$ cat src/rtl/dpn_pkg.sv
package dpn_pkg;
  localparam int MAX_COLS = 7;
  localparam int COL_W    = $clog2(MAX_COLS + 1);
  localparam int MASK_W   = 1 << COL_W;

  typedef logic [COL_W-1:0]  col_t;
  typedef logic [MASK_W-1:0] mask_t;

  typedef enum logic [2:0] {
    RT_HALF = 3'd0,
    RT_2_3  = 3'd1,
    RT_3_4  = 3'd2,
    RT_7_8  = 3'd3,
    RT_EXT  = 3'd4
  } rate_e;

  // number of columns in one pattern period
  function automatic col_t pattern_period(rate_e r);
    case (r)
      RT_2_3:  return col_t'(2);
      RT_3_4:  return col_t'(3);
      RT_7_8:  return col_t'(7);
      default: return col_t'(1);
    endcase
  endfunction

  // bit c set = G1 sent in column c
  function automatic mask_t g1_sent(rate_e r);
    case (r)
      RT_2_3:  return mask_t'(8'b0000_0001);
      RT_3_4:  return mask_t'(8'b0000_0101);
      RT_7_8:  return mask_t'(8'b0101_0001);
      default: return mask_t'(8'b0000_0001);
    endcase
  endfunction

  // bit c set = G2 sent in column c
  function automatic mask_t g2_sent(rate_e r);
    case (r)
      RT_2_3:  return mask_t'(8'b0000_0011);
      RT_3_4:  return mask_t'(8'b0000_0011);
      RT_7_8:  return mask_t'(8'b0010_1111);
      default: return mask_t'(8'b0000_0001);
    endcase
  endfunction

  // offset reduced modulo the period by repeated subtraction
  function automatic col_t fold_offset(col_t off, col_t len);
    col_t v;
    v = off;
    for (int i = 0; i < MAX_COLS; i++) begin
      if (v >= len) v = v - len;
    end
    return v;
  endfunction

  function automatic col_t next_col(col_t c, col_t len);
    logic [COL_W:0] n;
    n = {1'b0, c} + (COL_W + 1)'(1);
    return (n >= {1'b0, len}) ? '0 : n[COL_W-1:0];
  endfunction
endpackage

$ cat src/rtl/dpn_pattern.sv
module dpn_pattern
  import dpn_pkg::*;
(
  input  rate_e      rate_i,
  input  col_t       col_i,
  input  logic [1:0] ext_keep_i,
  output logic       keep_g1_o,
  output logic       keep_g2_o
);
  mask_t m1, m2;

  always_comb begin
    m1 = g1_sent(rate_i);
    m2 = g2_sent(rate_i);
    if (rate_i == RT_EXT) begin
      keep_g1_o = ext_keep_i[0] | (ext_keep_i == 2'b00);
      keep_g2_o = ext_keep_i[1] | (ext_keep_i == 2'b00);
    end else begin
      keep_g1_o = m1[col_i];
      keep_g2_o = m2[col_i];
    end
  end
endmodule

$ cat src/rtl/dpn_phase.sv
module dpn_phase
  import dpn_pkg::*;
#(
  parameter int SYM_W = 3
) (
  input  logic             clk,
  input  logic             rst_n,
  input  logic             in_valid_i,
  input  logic             sync_i,
  input  col_t             off_i,
  input  col_t             len_i,
  input  logic             take_i,
  input  logic             pair_done_i,
  input  logic [SYM_W-1:0] sym_i,
  output col_t             cur_col_o,
  output logic             cur_half_o,
  output logic [SYM_W-1:0] held_g1_o
);
  col_t col_q;
  logic half_q;
  logic sync_pend_q;
  logic sync_now;
  col_t base_col;

  assign sync_now   = (sync_pend_q | sync_i) & in_valid_i;
  assign base_col   = (col_q >= len_i) ? '0 : col_q;
  assign cur_col_o  = sync_now ? fold_offset(off_i, len_i) : base_col;
  assign cur_half_o = sync_now ? 1'b0 : half_q;

  always_ff @(posedge clk or negedge rst_n) begin
    if (!rst_n) begin
      col_q       <= '0;
      half_q      <= 1'b0;
      held_g1_o   <= '0;
      sync_pend_q <= 1'b0;
    end else begin
      if (take_i) begin
        if (pair_done_i) begin
          half_q <= 1'b0;
          col_q  <= next_col(cur_col_o, len_i);
        end else begin
          half_q    <= 1'b1;
          col_q     <= cur_col_o;
          held_g1_o <= sym_i;
        end
      end
      if (take_i && sync_now) sync_pend_q <= 1'b0;
      else if (sync_i)        sync_pend_q <= 1'b1;
    end
  end

  AST_COL_BOUND: assert property (@(posedge clk) disable iff (!rst_n)
    col_q < col_t'(MAX_COLS));
  AST_HALF_AFTER_TAKE: assert property (@(posedge clk) disable iff (!rst_n)
    $rose(half_q) |-> $past(take_i));
endmodule

$ cat src/rtl/dpn_outreg.sv
module dpn_outreg #(
  parameter int SYM_W = 3
) (
  input  logic             clk,
  input  logic             rst_n,
  input  logic             load_i,
  input  logic [SYM_W-1:0] g1_i,
  input  logic [SYM_W-1:0] g2_i,
  input  logic             e1_i,
  input  logic             e2_i,
  input  logic             ready_i,
  output logic             space_o,
  output logic             valid_o,
  output logic [SYM_W-1:0] g1_o,
  output logic [SYM_W-1:0] g2_o,
  output logic             e1_o,
  output logic             e2_o
);
  localparam logic [SYM_W-1:0] MID = {1'b1, {(SYM_W-1){1'b0}}};

  assign space_o = ~valid_o | ready_i;

  always_ff @(posedge clk or negedge rst_n) begin
    if (!rst_n) begin
      valid_o <= 1'b0;
      g1_o    <= '0;
      g2_o    <= '0;
      e1_o    <= 1'b0;
      e2_o    <= 1'b0;
    end else if (load_i) begin
      valid_o <= 1'b1;
      g1_o    <= g1_i;
      g2_o    <= g2_i;
      e1_o    <= e1_i;
      e2_o    <= e2_i;
    end else if (ready_i) begin
      valid_o <= 1'b0;
    end
  end

  AST_STALL_HOLD: assert property (@(posedge clk) disable iff (!rst_n)
    valid_o && !ready_i |=> valid_o && $stable({g1_o, g2_o, e1_o, e2_o}));
  AST_ERASE_MID_G1: assert property (@(posedge clk) disable iff (!rst_n)
    valid_o && e1_o |-> g1_o == MID);
  AST_ERASE_MID_G2: assert property (@(posedge clk) disable iff (!rst_n)
    valid_o && e2_o |-> g2_o == MID);
  AST_LOAD_WITH_SPACE: assert property (@(posedge clk) disable iff (!rst_n)
    load_i |-> space_o);
endmodule

$ cat src/rtl/sym_depuncturer.sv
module sym_depuncturer
  import dpn_pkg::*;
#(
  parameter int SYM_W = 3
) (
  input  logic             clk,
  input  logic             rst_n,
  input  logic [2:0]       rate_i,
  input  logic [2:0]       phase_off_i,
  input  logic             sync_i,
  input  logic [1:0]       ext_keep_i,
  input  logic             in_valid_i,
  output logic             in_ready_o,
  input  logic [SYM_W-1:0] in_sym_i,
  output logic             out_valid_o,
  input  logic             out_ready_i,
  output logic [SYM_W-1:0] out_g1_o,
  output logic [SYM_W-1:0] out_g2_o,
  output logic             out_g1_erased_o,
  output logic             out_g2_erased_o
);
  localparam logic [SYM_W-1:0] ERASE_VAL = {1'b1, {(SYM_W-1){1'b0}}};

  rate_e            rate;
  col_t             period;
  col_t             cur_col;
  logic             cur_half;
  logic [SYM_W-1:0] held_g1;
  logic             keep_g1, keep_g2;
  logic             space, take, emit;
  logic [SYM_W-1:0] pair_g1, pair_g2;
  logic             pair_e1, pair_e2;

  assign rate   = rate_e'(rate_i);
  assign period = (rate == RT_EXT) ? col_t'(1) : pattern_period(rate);

  assign in_ready_o = space;
  assign take       = in_valid_i & space;
  // a pair closes on the G2 slot, or at once when the column sends one symbol
  assign emit       = take & (cur_half | ~keep_g1 | ~keep_g2);

  always_comb begin
    pair_e1 = ~cur_half & ~keep_g1;
    pair_e2 = ~cur_half & ~keep_g2;
    pair_g1 = cur_half ? held_g1 : (keep_g1 ? in_sym_i : ERASE_VAL);
    pair_g2 = pair_e2 ? ERASE_VAL : in_sym_i;
  end

  dpn_pattern u_pattern (
    .rate_i     (rate),
    .col_i      (cur_col),
    .ext_keep_i (ext_keep_i),
    .keep_g1_o  (keep_g1),
    .keep_g2_o  (keep_g2)
  );

  dpn_phase #(.SYM_W(SYM_W)) u_phase (
    .clk         (clk),
    .rst_n       (rst_n),
    .in_valid_i  (in_valid_i),
    .sync_i      (sync_i),
    .off_i       (col_t'(phase_off_i)),
    .len_i       (period),
    .take_i      (take),
    .pair_done_i (emit),
    .sym_i       (in_sym_i),
    .cur_col_o   (cur_col),
    .cur_half_o  (cur_half),
    .held_g1_o   (held_g1)
  );

  dpn_outreg #(.SYM_W(SYM_W)) u_out (
    .clk     (clk),
    .rst_n   (rst_n),
    .load_i  (emit),
    .g1_i    (pair_g1),
    .g2_i    (pair_g2),
    .e1_i    (pair_e1),
    .e2_i    (pair_e2),
    .ready_i (out_ready_i),
    .space_o (space),
    .valid_o (out_valid_o),
    .g1_o    (out_g1_o),
    .g2_o    (out_g2_o),
    .e1_o    (out_g1_erased_o),
    .e2_o    (out_g2_erased_o)
  );

  AST_OUT_AFTER_TAKE: assert property (@(posedge clk) disable iff (!rst_n)
    $rose(out_valid_o) |-> $past(take));
  AST_HALF_RATE_CLEAN: assert property (@(posedge clk) disable iff (!rst_n)
    emit && rate == RT_HALF |-> !pair_e1 && !pair_e2);
endmodule

$ cat config.mk
export PLATFORM = sky130hd
export DESIGN_NAME = sym_depuncturer
export DESIGN_NICKNAME = d
export VERILOG_FILES = /design/src/rtl/dpn_pkg.sv /design/src/rtl/dpn_pattern.sv /design/src/rtl/dpn_phase.sv /design/src/rtl/dpn_outreg.sv /design/src/rtl/sym_depuncturer.sv
export SDC_FILE = /design/constraint.sdc
export NUM_CORES = 1
export LEC_CHECK = 0
export CAP_MARGIN = 20
export CORE_ASPECT_RATIO = 0.6
export CORE_UTILIZATION = 58
export DETAILED_ROUTE_END_ITERATION = 8
export PLACE_DENSITY = 0.82
export SYNTH_ARGS = -nofsm -noshare
export SYNTH_HDL_FRONTEND = slang
export SYNTH_SLANG_ARGS = --single-unit
$ cat constraint.sdc
create_clock -name clk -period 5.1 [get_ports clk]
set_clock_uncertainty 0.05 [all_clocks]
set_input_delay 1.02 -clock clk [delete_from_list [all_inputs] [get_ports clk]]
set_output_delay 1.02 -clock clk [all_outputs]
set_load 0.02 [all_outputs]
==> run metrics, run 1 <==
outcome aborted with a tool error; synth unique cells 71; share of the synthesized netlist area taken by xor and xnor gates 0.0244; Post-Synth Simple-Gate Area 0.204; buffers inserted during post-CTS setup optimization 28; count of cells resized by post-cts repair 55; final weighted congestion in routability-driven placement 0.892; adder and majority cell fraction of the synthesized area 0.165; total number of clock tree sinks 17; Top FF cell, synth sky130_fd_sc_hd__dfrtp_1; count of hold-fix buffers inserted at cts 0; top cell type's share of synthesized area 0.169; level count of the clock H-tree 1; Post-synth ARST share 1.00; number of enable-type register cells in the synthesized netlist 0; CTS root buffer sky130_fd_sc_hd__clkbuf_8; leading cell types by total area after synthesis sky130_fd_sc_hd__dfrtp_1, sky130_fd_sc_hd__ha_1, sky130_fd_sc_hd__fa_1; Placed Instance Area 3720 sq um; effective utilization at floorplan 0.610; Top-Level Pins 26; dominant combinational cell family by area after synthesis compound AO/OA/AOI/OAI gates; vertical extent of the die 53.0 um; Detailed Place HPWL approximately 6700 um; number of flip-flops and latches in the synthesized netlist 17; maximum count of clock buffers along a single path 2; Port Buffers 25; mapped cell area roughly 2500 sq um; number of placement rows 18; mean instance size in the synthesized netlist between 8 and 9 sq um; compound-gate portion of the synthesized area 0.310; Post-Syn Nets ~330; gate count after technology mapping 284; Synthesis Warnings 0; clock buffers created by TritonCTS 3; Stopped at clock tree synthesis; Error Message [ERROR DPL-0038] Utilization greater than 100%, impossible to legalize; DIE WIDTH 87.0 um; most area-hungry cell type in the Yosys netlist sky130_fd_sc_hd__dfrtp_1; mux share of post-synthesis cell area 0.0847; post-synthesis sequential area ratio 0.169
per-stage QoR:
step           setup WS (ns)  TNS (ns)  cells  hold slack (ns)
2_1_floorplan          -5.08    -78.88    284            0.423
3_3_place_gp           -5.52    -86.43    452            0.431
3_5_place_dp           -5.95    -93.69    452            0.438
cell usage after synthesis, types with 5 or more instances:
cell type and instances:
sky130_fd_sc_hd__dfrtp_1 17, sky130_fd_sc_hd__nor2_1 26, sky130_fd_sc_hd__nand2_1 25, sky130_fd_sc_hd__a211oi_1 6, sky130_fd_sc_hd__o21ai_0 8, sky130_fd_sc_hd__nor3_1 5
sky130_fd_sc_hd__a21o_1 7, sky130_fd_sc_hd__a21oi_1 20, sky130_fd_sc_hd__ha_1 22, sky130_fd_sc_hd__nand2b_1 9, sky130_fd_sc_hd__inv_1 14, sky130_fd_sc_hd__mux2_4 9
sky130_fd_sc_hd__fa_1 7, sky130_fd_sc_hd__nand3_1 8, sky130_fd_sc_hd__o211ai_1 5
kinds of logic after synthesis:
| group | Yosys count |
|---|---|
| flops | 17 |
| mux | 16 |
| xor+xnor | 7 |
| simple gates | 96 |
| compound gates | 97 |
| fa+ha+maj | 29 |
| buf+inv | 22 |
==> run 2, diff against run 1 <==
--- a/config.mk
+++ b/config.mk
@@ -6,10 +6,9 @@
 export NUM_CORES = 1
 export LEC_CHECK = 0
 export CAP_MARGIN = 20
-export CORE_ASPECT_RATIO = 0.6
-export CORE_UTILIZATION = 58
+export CORE_UTILIZATION = 40
 export DETAILED_ROUTE_END_ITERATION = 8
-export PLACE_DENSITY = 0.82
+export PLACE_DENSITY_LB_ADDON = 0.15
 export SYNTH_ARGS = -nofsm -noshare
 export SYNTH_HDL_FRONTEND = slang
 export SYNTH_SLANG_ARGS = --single-unit
==> run metrics, run 2 <==
Placed Instance Area 3810 sq um (+2.3%); outcome finished with violations; Post-Syn Nets 329 (unchanged); combined global-route utilization of all metal layers 0.235; Final nets about 480; Worst-Margin Slew just under 0.8 ns; largest net degree at the start of global routing 18; vertical extent of the die 81.3 um (+53%); most area-hungry cell type in the Yosys netlist sky130_fd_sc_hd__dfrtp_1; type of the most critical hold path reg2reg; global route total overflow 0; final number of max-transition violations 0; detail-routed via count per cell approximately 5.4; Port Buffers 25 (unchanged); proportion of layout cells with a drive suffix above 1 0.533; hold violation count in the final report 0; count of hold-fix buffers inserted at cts 0 (unchanged); TritonCTS clock tree done; number of inserted filler cells in the final layout roughly 450; maximum count of clock buffers along a single path 2 (unchanged); post-route cell area 4310 sq um; number of nets with antenna violations after routing 0; insertion delay to the later sink of the worst-skew pair 0.25 ns; minimum clock period after layout roughly 10 ns; slowest CP cell sky130_fd_sc_hd__or4_4; leading cell type in the layout, fill and taps excluded sky130_fd_sc_hd__buf_4; worst path required time approximately 5.2 ns; gate count after technology mapping 284 (unchanged); Top-Level Pins 26 (unchanged); clock buffers created by TritonCTS 3 (unchanged); number of flip-flops and latches in the synthesized netlist 17 (unchanged); number of placement rows 28 (+10); Detailed Place HPWL 5440 um (-18%); antenna fix cells 0; kind of end point of the critical path flip-flop; leading cell types by total area after synthesis sky130_fd_sc_hd__dfrtp_1, sky130_fd_sc_hd__ha_1, sky130_fd_sc_hd__fa_1; worst-case setup margin in the final layout -5.05 ns; Layout Cells excl Fill roughly 500; top cell type's share of synthesized area 0.169 (unchanged); Final setup violation count 16; Final TNS setup -79.69 ns; Worst Hold Depth 1; total routed wirelength between 7000 and 8000 um; area of the core between 5000 and 6000 sq um; final period utilization 1.99; normalized max-slew margin 0.481; final weighted congestion in routability-driven placement 0.811 (-9.1%); max-cap violations 0; most frequently used cell type in the post-synthesis netlist sky130_fd_sc_hd__nor2_1; Synthesis Warnings 0 (unchanged); Register-to-Register Path Depth 17; cell occurring most often along the worst timing path sky130_fd_sc_hd__ha_4; first drt pass iteration count 4; DIE WIDTH 81.3 um (-6.6%); Critical Path Source Type input port; mean instance size in the synthesized netlist 8.85 sq um (unchanged); number of enable-type register cells in the synthesized netlist 0 (unchanged); total placed cells including tap cells 476 (+5.3%); number of remaining DRC errors 0; top library cells by usage in the layout, fill and taps aside sky130_fd_sc_hd__buf_4, sky130_fd_sc_hd__nand2_1, sky130_fd_sc_hd__clkdlybuf4s50_1; level count of the clock H-tree 1 (unchanged); mapped cell area 2510 sq um (unchanged); highest clock rate about 99 MHz; effective utilization at floorplan 0.419 (-0.190); vias in the first global route approximately 2,800; setup repair after global routing missed its margin true; wire length of the first global-routing pass between 10,000 and 15,000 um; synth unique cells 71 (unchanged); violations in the final reports setup timing; total via count in the routed design about 2,700; die area ~6600 sq um; class of the most critical setup path in2reg; average wire per standard cell roughly 15 um; synthesis-to-finish area growth 71.5%; top cells by instance count after synthesis sky130_fd_sc_hd__nor2_1, sky130_fd_sc_hd__nand2_1, sky130_fd_sc_hd__ha_1; CTS root buffer sky130_fd_sc_hd__clkbuf_8; post-synthesis sequential area ratio 0.169 (unchanged); initial detailed-routing violation count 79; total number of clock tree sinks 17 (unchanged); Top FF cell, synth sky130_fd_sc_hd__dfrtp_1; Worst path max stage delay 0.50 ns; Post-synth ARST share 1.00 (unchanged); Setup Slack @ Placement -5.81 ns (+0.138 ns); antenna violations before repair 0; worst path arrival time about 10 ns; maximum fanout count along the critical path 5; CTS clock-pin slew for the worst setup and hold paths roughly 0.070 ns
-- run 2: final cells by class --
type	count	area [sq um]	area share
Inverter	16	65.1	0.0151
Clock inverter	1	5.00	0.00116
Multi-Input combinational cell	245	2430	0.565
Sequential cell	17	425	0.0987
Tap cell	75	93.8	0.0218
Timing Repair Buffer	153	1240	0.289
Clock buffer	3	41.3	0.00958
-- run 2: cells by family after synthesis --
logic type                 after synthesis  share of synthesized area
AOI/OAI and AO/OA                       97                      0.310
xor gates and xnor gates                 7                     0.0244
adders and majority gates               29                      0.165
buffers and inverters                   22                     0.0423
DFF                                     17                      0.169
muxes                                   16                     0.0847
and+or+nand+nor                         96                      0.204
-- run 2: final timing paths --
| kind | end | from | slack [ns] |
|---|---|---|---|
| worst min register to register | u_out.e2_o | u_out.e2_o | 0.46 |
| worst max register to register | u_phase.col_q[2] | u_phase.col_q[0] | 1.42 |
| max in group asynchronous | u_out.g1_o[1] | rst_n | 3.34 |
| worst max-delay path | u_phase.held_g1_o[1] | rate_i[2] | -5.05 |
| min in group asynchronous | u_phase.half_q | rst_n | 1.17 |
| worst min-delay path | u_out.e2_o | u_out.e2_o | 0.46 |
-- run 2: critical path: cells and delay by family --
kind | cells | cell delay (ns)
buffers and inverters | 9 | 0.97
adders and majority gates | 7 | 1.67
muxes | 4 | 1.26
AOI/OAI and AO/OA | 15 | 3.17
and+or+nand+nor | 13 | 2.15
-- run 2: what timing repair did --
action,CTS,global route
endpoints found under the setup margin,16,16
resized for setup,42,22
pin swaps,39,40
setup buffers,21,9
endpoints found under the hold margin,0,0
-- run 2: stage by stage --
step                hold WS, ns   util
floorplan                 0.423      -
global placement          0.441  0.636
detailed placement        0.439  0.636
CTS                       0.461  0.687
global route              0.465  0.719
finish                    0.457  0.719
-- run 2: per-layer routing --
layer,share of wire,GRT usage,vias to the layer above
met5,0,0,-
met4,0.0040,0.0321,0
met3,0.017,0.0292,6
met2,0.49,0.410,32
met1,0.48,0.316,1318
li1,-,-,1386
Power of run 2 is left out: the tool's default activity adds up to more than one toggle a clock period on the data nets, which glitch-free logic cannot reach.
